===== src/rtl/bcd_sum_unit.sv =====
module bcd_sum_unit #(
  parameter int DIGITS  = 4,
  parameter bit REG_OUT = 1'b1,
  localparam int W = 4 * DIGITS
) (
  input  logic         clk,
  input  logic         rst_n,
  input  logic [W-1:0] a_bcd,
  input  logic [W-1:0] b_bcd,
  input  logic         carry_in,
  output logic [W-1:0] sum_bcd,
  output logic         carry_out,
  output logic         bad_digit
);

  logic [DIGITS:0]   dcarry;
  logic [W-1:0]      sum_c;
  logic [DIGITS-1:0] bad_v;

  assign dcarry[0] = carry_in;

  for (genvar i = 0; i < DIGITS; i++) begin : g_digit
    logic [4:0] raw;
    assign raw = {1'b0, a_bcd[4*i +: 4]} + {1'b0, b_bcd[4*i +: 4]} + {4'd0, dcarry[i]};
    assign dcarry[i+1] = raw > 5'd9;
    assign sum_c[4*i +: 4] = dcarry[i+1] ? raw[3:0] + 4'd6 : raw[3:0];
    assign bad_v[i] = (a_bcd[4*i +: 4] > 4'd9) || (b_bcd[4*i +: 4] > 4'd9);
  end

  if (REG_OUT) begin : g_reg
    always_ff @(posedge clk or negedge rst_n) begin
      if (!rst_n) begin
        sum_bcd   <= '0;
        carry_out <= 1'b0;
        bad_digit <= 1'b0;
      end else begin
        sum_bcd   <= sum_c;
        carry_out <= dcarry[DIGITS];
        bad_digit <= |bad_v;
      end
    end
  end else begin : g_comb
    assign sum_bcd   = sum_c;
    assign carry_out = dcarry[DIGITS];
    assign bad_digit = |bad_v;
  end

endmodule


===== config.mk =====
export PLATFORM = sky130hd
export DESIGN_NAME = bcd_sum_unit
export DESIGN_NICKNAME = d
export VERILOG_FILES = /design/src/rtl/bcd_sum_unit.sv
export SDC_FILE = /design/constraint.sdc
export NUM_CORES = 1
export LEC_CHECK = 0
export BUFFER_PORTS_ARGS = -buffer_cell sky130_fd_sc_hd__buf_2
export CAP_MARGIN = 20
export CORE_ASPECT_RATIO = 1.1
export CORE_MARGIN = 2
export CORE_UTILIZATION = 45
export DETAILED_ROUTE_END_ITERATION = 6
export PLACE_DENSITY_LB_ADDON = 0.05
export SYNTH_ARGS = -nofsm -noshare
export SYNTH_HDL_FRONTEND = slang
export SYNTH_SLANG_ARGS = --single-unit

===== constraint.sdc =====
create_clock -name clk -period 0.8 [get_ports clk]
set_input_delay 0.12 -clock clk [delete_from_list [all_inputs] [get_ports clk]]
set_output_delay 0.12 -clock clk [all_outputs]
set_load 0.02 [all_outputs]

; ---- Word level (Yosys, flattened, before mapping)
; Cells that the tools add are included.
[word_totals]
register_bits = 18
inputBits = 35
word_cells = 36
[classes]
add_sub_neg = 12
order_cmp = 12
n_mux = 4
n_reduce_logical = 5
[op_table]
columns = cell, count
row1 = 4-bit greater-than comparator (second input constant), 8
row2 = 4-bit by 4-bit adder with 5-bit output, 4
row3 = 5-bit by 1-bit adder with 5-bit output, 4
row4 = 5-bit by 4-bit greater-than comparator with 1-bit output (second input constant), 4
row5 = 4-bit by 3-bit adder with 4-bit output (second input constant), 4
row6 = 4-bit two-way mux, 4
row7 = 1-bit logical OR, 4
row8 = 4-bit OR reduction, 1

; ---- Longest topological paths before layout
; Gate-level depths: netlist of run 1.
[logic_depth]
ltp_word = 10
mapped_depth = 30

; ---- Least setup slack after synthesis of run 1
; OpenSTA, ideal clock, no wires.
[synth_timing]
path_kind = input port to flip-flop
startpoint = in a_bcd[0]
endpoint = reg sum_bcd[14]
setup_time_ns = 0.134
t_arrival_ns = 6.721
slack_ns = -6.056
cell_stages = 30
path_buffers = 0
path_cell_list = fa_1 -> fa_1 -> xnor2_1 -> ha_1 -> a21boi_0 -> o41a_1 -> fa_1 -> inv_1 -> fa_1 -> xnor2_1 -> ha_1 -> nand2b_1 -> a22o_1 -> o31a_1 -> fa_1 -> inv_1 -> fa_1 -> inv_1 -> ha_1 -> nand2b_1 -> a22o_1 -> o31a_1 -> fa_1 -> inv_1 -> fa_1 -> xnor2_1 -> ha_1 -> a22o_1 -> o31a_1 -> mux2i_1
[synth_via]
elab_chain_cells = 10
[synth_lines]
columns = element, line
row1 = "start, declared", 8  ; input logic [W-1:0] a_bcd,
row2 = 4-bit by 4-bit adder with 5-bit output *, 24  ; assign raw = {1'b0, a_bcd[4*i +: 4]} + {1'b0, b_bcd[4*i +: 4]} + {4'd0, dcarry[i]};
row3 = 5-bit by 1-bit adder with 5-bit output *, 24
row4 = 5-bit by 4-bit greater-than comparator with 1-bit output *, 25  ; assign dcarry[i+1] = raw > 5'd9;
row5 = 5-bit by 1-bit adder with 5-bit output *, 24
row6 = 5-bit by 4-bit greater-than comparator with 1-bit output *, 25
row7 = 5-bit by 1-bit adder with 5-bit output *, 24
row8 = 5-bit by 4-bit greater-than comparator with 1-bit output *, 25
row9 = 5-bit by 1-bit adder with 5-bit output *, 24
row10 = 4-bit by 3-bit adder with 4-bit output / 5-bit by 4-bit greater-than comparator with 1-bit output (equally long branches), "26, 25"
row11 = 4-bit two-way mux *, 26  ; assign sum_c[4*i +: 4] = dcarry[i+1] ? raw[3:0] + 4'd6 : raw[3:0];
row12 = via sum_c[14], 17  ; logic [W-1:0] sum_c;
row13 = "end signal, assigned", 37  ; sum_bcd <= sum_c;
row14 = "end, declared", 11  ; output logic [W-1:0] sum_bcd,
; Mark *: on every way through the listed nets, which the timed path passes. The rest lies on a longest branch.

; ---- Worst setup path after layout of run 1
[layout_timing]
startpoint = in carry_in
endpoint = reg sum_bcd[15]
[layout_via]
elab_chain_cells = 9
[layout_lines]
columns = element, line
row1 = "start, declared", 10  ; input logic carry_in,
row2 = 5-bit by 1-bit adder with 5-bit output *, 24
row3 = 5-bit by 4-bit greater-than comparator with 1-bit output *, 25
row4 = 5-bit by 1-bit adder with 5-bit output *, 24
row5 = 5-bit by 4-bit greater-than comparator with 1-bit output *, 25
row6 = 5-bit by 1-bit adder with 5-bit output *, 24
row7 = 5-bit by 4-bit greater-than comparator with 1-bit output *, 25
row8 = 5-bit by 1-bit adder with 5-bit output *, 24
row9 = 4-bit by 3-bit adder with 4-bit output / 5-bit by 4-bit greater-than comparator with 1-bit output (equally long branches), "26, 25"
row10 = 4-bit two-way mux *, 26
row11 = via sum_c[15], 17
; Marked as above.

==> metrics.cfg, run 1 <==
[setup_path]
slowest_delay_ns=0.58
cpMaxStageDelayCell=fa_2
arrival_ns=6.88
worst-setup-path-type=input pin to flop
critical_path.most_common_cell=fa_2
crit_path_max_fanout=3
critPathCaptureType=flop
crit_path_start_kind=input pin
required_ns=0.97

[placement]
place_area_mm2=0.00206
pre_cts_ws_ns=-6.28
port_buffers=52
dpl.hpwl_um=3020
place_inst=257
gp_congestion=0.860

[synthesis]
synth_edf_count=0
ys_seq_area_frac=0.312
yosys.area_share.simple=0.0971
yosysUniqueCellTypes=28
synth_xor_xnor_area_share=0.0485
synthTopCellsByArea=dfrtp_1, ha_1, fa_1, xnor2_1, inv_1
synth_compound_area_frac=0.192
synth.avg_cell_area_um2=10.4
syn_inst=139
synth_top_cell_by_area=dfrtp_1
ys_seq_elements=18
async_flop_share=1.00
synthAdderAreaFrac=0.276
syn-num-nets=201
yosys-top-cells-count=ha_1, dfrtp_1, inv_1, a21oi_1
yosys_warnings=0
syn_area_mm2=0.00144
synth_top_family_by_area=adder cells
synth.most_common_cell=ha_1
yosysTopAreaCellShare=0.312
synth_mux_area_frac=0.0277
ys.flop_type=dfrtp_1

[global_routing]
busiest_layer=met2
grt.total_usage=0.241
grt_pass1_vias=1627
grt_max_degree=19
antenna_found_initial=0
use_met3=0.0287
met2_usage=0.501
grtUsageMet1=0.227
grt_overflow=0
grt_pass1_wl_um=6820

[run_status]
violations=setup timing
outcome=complete, but fails checks

[floorplan]
core.rowCount=21
io_pins=53
initial_core_util=0.474
core_area_mm2=0.00305
die_x_um=58.0
dieArea_mm2=0.00368
die_h_um=63.4

[cts]
cts_tree=built
cts-buffers-inserted=3
cts.sinks=18
htreeDepth=1
clockBufferDepth=2
clk_pin_slew_worst_paths_ns=0.10
cts_root_buf=clkbuf_4

[sta]
min_period_ns=6.71
rsz0062_at_grt=yes
slew_headroom=0.734
tightest_slew_ns=0.399
slew_violations=0
holdWs_ns=0.185
setup-tns-final_ns=-60.32
period_share=8.39
setup_viol_count_final=34
layout_setup_ws_ns=-5.91
fmax_mhz=149
finalHoldViolations=0

[finish]
final_util=0.814
areaGrowthSynthToFinish_pct=71.9
finalNonFillerCells=275
antenna_cells=0
fin_nets=304
drive_gt1_frac=0.581
design_area_mm2=0.00248

[drt]
wl_per_cell_um=15.4
wirelength_um=4240
first_pass_iters=4
avgViaCountPerCell=5.28
vias=1452
drc=0
first_iter_violations=25
drtAntennaViolNets=0

[power_and_ir_drop]
leakage_nw=1.22
power-per-cell-area_mw_per_mm2=2430
ir_worst_vdd_mv=2.06
total_power_mw=6.03

[hold_path]
whs_path_depth=2
hp-class=input pin to flop

[run]
drv_cap=0

[report_power, final]
group          leakage, nW  internal, mW  switching, mW
Combinational        0.996          2.21           1.84
Sequential           0.207          1.25          0.176
Clock               0.0210         0.276          0.272
[state kept, by name, indices dropped and copies added, names as in the netlist]
signal and cells:
sum_bcd 16, bad_digit 1, carry_out 1
[per-layer routing]
layer / wire length, µm / part of all wire / vias to the layer above
met1: 1390 / 0.33 / 707
met5: 0 / 0 / -
li1: - / - / 697
met4: 95 / 0.022 / 0
met3: 121 / 0.029 / 10
met2: 2630 / 0.62 / 38
[final timing paths]
path / startpoint / endpoint / slack, ns
max in group asynchronous: rst_n / sum_bcd[0] / 0.23
min: carry_in / sum_bcd[0] / 0.19
max: carry_in / sum_bcd[15] / -5.91
min in group asynchronous: rst_n / sum_bcd[15] / 0.29
[cell families (layout without fill, tap and decap cells)]
| group | count (synthesis) | count (layout) |
|---|---|---|
| DFF | 18 | 18 |
| AOI/OAI and AO/OA | 42 | 42 |
| and+or+nand+nor | 22 | 22 |
| adders and majority gates | 27 | 27 |
| xor gates and xnor gates | 8 | 8 |
| muxes | 4 | 4 |
| buffers and inverters | 18 | 120 |
[worst max-delay path: cells and delay by family]
| kind | cells | cell delay, ns |
|---|---|---|
| buf+inv | 8 | 0.70 |
| simple gates | 2 | 0.10 |
| xor+xnor | 1 | 0.10 |
| compound gates | 9 | 2.10 |
| fa+ha+maj | 12 | 3.72 |
[final cells by class]
| class | count | area [µm²] |
|---|---|---|
| multi-input cells | 103 | 1140 |
| clock buffers | 4 | 36.3 |
| fillers | 179 | 566 |
| well taps | 34 | 42.5 |
| repair buffers | 98 | 746 |
| inverters | 18 | 67.6 |
| flip-flops and latches | 18 | 450 |
[cell usage in the layout (no fill, tap or decap), types with 4 or more instances in the layout]
| cell type | synthesis | routed |
|---|---|---|
| buf_6 | 0 | 24 |
| nor2_1 | 5 | 4 |
| inv_1 | 18 | 9 |
| a21oi_1 | 10 | 7 |
| dfrtp_1 | 18 | 18 |
| a21boi_1 | 5 | 5 |
| mux2i_1 | 4 | 4 |
| buf_2 | 0 | 33 |
| o21ai_0 | 8 | 8 |
| ha_4 | 0 | 5 |
| a21o_1 | 4 | 4 |
| ha_1 | 19 | 12 |
| fa_2 | 0 | 7 |
| inv_2 | 0 | 9 |
| buf_4 | 0 | 40 |
[timing repair]
action	CTS	global route
endpoints found under the hold margin	18	0
endpoints found under the setup margin	34	34
hold buffers	1	0
pin swaps	16	5
setup buffers	11	5
gates resized for setup	63	7
Note: power is estimated with default switching activity, not from simulation.
==> run 2: changes to the inputs <==
- CORE_MARGIN: 2 -> 3
- clock period: 0.8 -> 5.45 ns (I/O delays scaled with it)
==> run 2 against run 1 <==
- the run still ends with setup timing left
- flip-flop and latch count did not move
- global-route usage shrank 5.3 points
- worst hold slack gained 0.24 ns
- critical endpoint is now sum_bcd[13]
- largest cell class unchanged
==> metrics.cfg, run 2 (synthesis gave the netlist of run 1 again) <==
[run_status]
outcome=complete, but fails checks
violations=setup timing

[sta]
tightest_slew_ns=0.394  ; -0.00482 ns
min_period_ns=7.14
fmax_mhz=140
slew_violations=0  ; unchanged
layout_setup_ws_ns=-1.69  ; +4.22 ns
setup_viol_count_final=7  ; -79%
setup-tns-final_ns=-8.31  ; +52.02 ns
finalHoldViolations=0  ; unchanged
period_share=1.31
slew_headroom=0.731  ; -0.00358
rsz0062_at_grt=yes
holdWs_ns=0.425  ; +0.240 ns

[finish]
antenna_cells=0  ; unchanged
drive_gt1_frac=0.530  ; -0.0505
regMostFlops=sum_bcd
largest_registers=sum_bcd x16, bad_digit x1, carry_out x1
final_cell_mix=buf_2, buf_4, dfrtp_1, ha_1, inv_1
finalNonFillerCells=263  ; -4.4%
areaGrowthSynthToFinish_pct=53.0
fin_nets=293  ; -3.6%
final_common_cell=buf_2
largest_register_ffs=16  ; unchanged
design_area_mm2=0.00221  ; -11%
fill_cells=199  ; +11%
final_util=0.761  ; -0.0532

[cts]
cts_hold_buf=0  ; -1
cts_root_buf=clkbuf_4
clockBufferDepth=2  ; unchanged
cts_tree=built
cts-buffers-inserted=3  ; unchanged
htreeDepth=1  ; unchanged
cts.sinks=18  ; unchanged
clk_pin_slew_worst_paths_ns=0.11  ; about the same

[drt]
avgViaCountPerCell=5.02  ; -4.9%
drc=0  ; unchanged
first_iter_violations=8  ; -68%
drtAntennaViolNets=0  ; unchanged
wirelength_um=3410  ; -19%
first_pass_iters=4  ; unchanged
wl_per_cell_um=13.0  ; -16%
vias=1320  ; -9.1%

[power_and_ir_drop]
switching_share=0.389  ; +0.00944
ir_worst_vdd_mv=0.295  ; -86%
total_power_mw=0.748  ; -88%
clkPwrFrac=0.109  ; +0.018
comb_power_share=0.631  ; -0.041
power-per-cell-area_mw_per_mm2=339  ; -86%
seq_power_share=0.260  ; +0.023
cell_internal_pwr_mw=0.457  ; -88%
leakage_nw=1.12  ; -8.3%
p_sw_mw=0.291  ; -87%

[placement]
dpl.hpwl_um=2840  ; -5.7%
pre_cts_ws_ns=-2.29  ; +3.99 ns
place_area_mm2=0.00199  ; -3.2%
port_buffers=52  ; unchanged
place_inst=250  ; -2.7%
gp_congestion=0.808  ; -6.0%

[floorplan]
core_area_mm2=0.00290  ; -4.8%
initial_core_util=0.497  ; +0.0237
die_h_um=65.4  ; +3.2%
io_pins=53  ; unchanged
core.rowCount=20  ; -4.8%
dieArea_mm2=0.00393  ; +6.7%
die_x_um=60.0  ; +3.4%

[global_routing]
grt_pass1_wl_um=5750  ; -16%
grtUsageMet1=0.204  ; -0.0231
antenna_found_initial=0  ; unchanged
grt_max_degree=19  ; unchanged
grt.total_usage=0.187  ; -0.0534
met2_usage=0.366  ; -0.135
grt_overflow=0  ; unchanged
busiest_layer=met2
grt_pass1_vias=1394  ; -14%
use_met3=0.0236  ; -0.00517

[setup_path]
cp_num_buf_inv=8  ; unchanged
crit_path_start_kind=input pin
critPathCaptureType=flop
slowest_delay_ns=0.56  ; -0.02 ns
required_ns=5.64  ; +4.67 ns
cpMaxStageDelayCell=fa_2
critical_path.most_common_cell=fa_2
crit_family=adder cells
arrival_ns=7.33  ; +0.45 ns
worst-setup-path-type=input pin to flop
crit_path_max_fanout=3  ; unchanged

[hold_path]
hp-class=input pin to async pin

[run]
drv_cap=0  ; unchanged

run 2: changes by cell type in the layout (fill, tap and decap cells not counted), moves of 2 or more:
cell,previous run,this run
inv_1,9,11
xnor2_4,3,0
ha_1,12,15
a21oi_2,3,1
ha_2,2,0
buf_4,40,33
buf_6,24,4
inv_2,9,7
xnor2_2,2,5
a21oi_1,7,9
buf_2,33,50
run 2: area by class of cell:
| cell class | count | area [µm²] | share of cell area |
|---|---|---|---|
| Clock buffer | 4 | 36.3 | 0.0164 |
| Inverter | 18 | 67.6 | 0.0306 |
| Multi-Input combinational cell | 103 | 1070 | 0.485 |
| Sequential cell | 18 | 450 | 0.204 |
| Tap cell | 33 | 41.3 | 0.0187 |
| Timing Repair Buffer | 87 | 543 | 0.246 |
run 2: repair_timing:
item | in CTS | in global routing
setup buffers | 4 | 5
endpoints found under the setup margin | 8 | 8
hold endpoints to repair | 0 | 0
pin swaps | 8 | 5
resized for setup | 3 | 19
run 2: how the worst max path moves through the flow:
stage	slack (ns)	from	cells after the start	to
after floorplan	-2.00	a_bcd[0]	30	sum_bcd[14]
after global placement	-2.18	a_bcd[0]	31	sum_bcd[14]
after detailed placement	-2.29	a_bcd[0]	31	sum_bcd[14]
after CTS	-1.76	a_bcd[0]	31	sum_bcd[13]
after global routing	-1.95	a_bcd[0]	30	sum_bcd[13]
final	-1.69	a_bcd[0]	31	sum_bcd[13]
run 2: power by group through the flow:
stage	combinational, mW	sequential [mW]	clock, mW
after floorplan	0.184	0.267	0
after global placement	0.396	0.199	0
final	0.472	0.194	0.0819
after CTS	0.425	0.196	0.0844
after detailed placement	0.410	0.198	0
after global routing	0.515	0.201	0.0906
run 2: layer usage:
layer | wire [µm] | vias up
met5 | 0 | -
met4 | 9 | 0
met3 | 124 | 2
met2 | 1990 | 19
met1 | 1300 | 615
li1 | - | 684
==> run 3: changes to the inputs <==
- ABC_CLOCK_PERIOD_IN_PS: default -> 5450
- SETUP_SLACK_MARGIN: default -> 0.15
==> run 3 against run 2 <==
- the flow still finishes with violations (setup timing)
- highest routed layer unchanged
- critical path depth unchanged
- worst hold slack unchanged
- critical endpoint unchanged
- maximum frequency unchanged
- largest cell class unchanged
- critical path type unchanged
- flip-flop and latch count unchanged
- first-iteration DRC count down 13%
==> metrics.cfg, run 3 (synthesis gave the netlist of run 1 again) <==
[placement]
dpl.hpwl_um=2840  ; unchanged
port_buffers=52  ; unchanged
pre_cts_ws_ns=-2.29  ; unchanged
gp_congestion=0.808  ; unchanged
place_area_mm2=0.00199  ; unchanged

[global_routing]
grt_pass1_vias=1394  ; unchanged
antenna_found_initial=0  ; unchanged
grt_pass1_wl_um=5750  ; unchanged
grt_max_degree=19  ; unchanged
grt.total_usage=0.187  ; unchanged
grt_overflow=0  ; unchanged

[drt]
vias=1320  ; unchanged
drc=0  ; unchanged
drtAntennaViolNets=0  ; unchanged
wl_met1_um=1300  ; unchanged
wl_per_cell_um=13.0  ; unchanged
first_iter_violations=7  ; -1
dr.max_layer_used=met4
wirelength_um=3410  ; unchanged
met2_length_um=1990  ; unchanged
avgViaCountPerCell=5.02  ; unchanged
first_pass_iters=4  ; unchanged
dr_wl_met3_um=124  ; unchanged

[cts]
htreeDepth=1  ; unchanged
clk_pin_slew_worst_paths_ns=0.11  ; about the same
cts.sinks=18  ; unchanged
cts-buffers-inserted=3  ; unchanged
cts_root_buf=clkbuf_4
cts_hold_buf=0  ; unchanged
cts_tree=built
clockBufferDepth=2  ; unchanged

[setup_path]
worst-setup-path-type=input pin to flop
cpMaxStageDelayCell=fa_2
cp-endpoint=sum_bcd[13]
critical_path.most_common_cell=fa_2
arrival_ns=7.33  ; about the same
crit_path_start_kind=input pin
cp-startpoint=a_bcd[0]
required_ns=5.64  ; about the same
critPathCaptureType=flop
slowest_delay_ns=0.56  ; about the same
crit_path_max_fanout=3  ; unchanged

[sta]
slew_violations=0  ; unchanged
slew_headroom=0.731  ; unchanged
tightest_slew_ns=0.394  ; unchanged
min_period_ns=7.14  ; unchanged
period_share=1.31  ; unchanged
rsz0062_at_grt=yes
finalHoldViolations=0  ; unchanged
fmax_mhz=140  ; unchanged
layout_setup_ws_ns=-1.69  ; unchanged
setup_viol_count_final=7  ; unchanged
holdWs_ns=0.425  ; unchanged

[finish]
largest_register_ffs=16  ; unchanged
multi_input_area_mm2=0.00107  ; unchanged
fill_cells=199  ; unchanged
regMostFlops=sum_bcd
final_common_cell=buf_2
final_cell_mix=buf_2, buf_4, dfrtp_1, ha_1, inv_1
fin_nets=293  ; unchanged
areaGrowthSynthToFinish_pct=53.0  ; unchanged
ff_latch_area_um2=450  ; unchanged
drive_gt1_frac=0.530  ; unchanged
design_area_mm2=0.00221  ; unchanged
largest_registers=sum_bcd x16, bad_digit x1, carry_out x1
antenna_cells=0  ; unchanged

[power_and_ir_drop]
total_power_mw=0.748  ; unchanged
power-per-cell-area_mw_per_mm2=339  ; unchanged
ir_worst_vdd_mv=0.295  ; unchanged
leakage_nw=1.12  ; unchanged

[floorplan]
initial_core_util=0.497  ; unchanged
die_h_um=65.4  ; unchanged
core.rowCount=20  ; unchanged
io_pins=53  ; unchanged
dieArea_mm2=0.00393  ; unchanged
die_x_um=60.0  ; unchanged
core_area_mm2=0.00290  ; unchanged

[run_status]
outcome=complete, but fails checks
violations=setup timing

[run]
drv_cap=0  ; unchanged

[hold_path]
hp-class=input pin to async pin

-- run 3: cell counts in the layout (fill, tap and decap cells not counted) --
Identical to the previous run, type by type.
-- run 3: repair_timing --
action / CTS / global route
endpoints found under the setup margin: 8 / 8
pin swaps: 8 / 5
setup buffers: 4 / 5
gates cloned: 0 / 0
gates resized for setup: 3 / 19
-- run 3: per-layer routing --
metal / vias to the layer above / track usage
li1: 684 / -
met1: 615 / 0.204
met2: 19 / 0.366
met3: 2 / 0.0236
met4: 0 / 0.0471
met5: - / 0
-- run 3: layout make-up --
type	instances	share of cell area
clock buffers	4	0.0164
repair buffers	87	0.246
multi-input cells	103	0.485
inverters	18	0.0306
well taps	33	0.0187
flip-flops and latches	18	0.204
-- run 3: report_power, final --
part           switching (mW)  internal, mW  leakage, nW
Clock                  0.0413        0.0406       0.0210
Combinational           0.239         0.233        0.894
Sequential             0.0114         0.183        0.207
-- run 3: worst max-delay path, delay by kind of cell --
family | cells | cell delay [ns]
AO/OA/AOI/OAI | 7 | 1.86
XOR/XNOR | 2 | 0.24
adder cells (fa/ha/maj) | 11 | 3.52
buffers and inverters | 8 | 0.63
AND/OR/NAND/NOR | 3 | 0.26
-- run 3: how the worst min path moves through the flow --
stage,start,endpoint,slack [ns],cells past startpoint
finish,rst_n,sum_bcd[15],0.43,1
CTS,rst_n,carry_out,0.43,1
detailed placement,rst_n,carry_out,0.76,1
global placement,rst_n,sum_bcd[15],0.76,1
floorplan,rst_n,bad_digit,0.52,0
global route,rst_n,carry_out,0.43,1
-- run 3: through the flow --
step           utilization  cells  setup TNS [ns]
2_1_floorplan            -    139          -10.17
3_3_place_gp         0.686    250          -11.76
3_5_place_dp         0.686    250          -12.69
4_1_cts              0.715    258           -8.35
5_1_grt              0.761    263           -9.91
6_report             0.761    263           -8.31
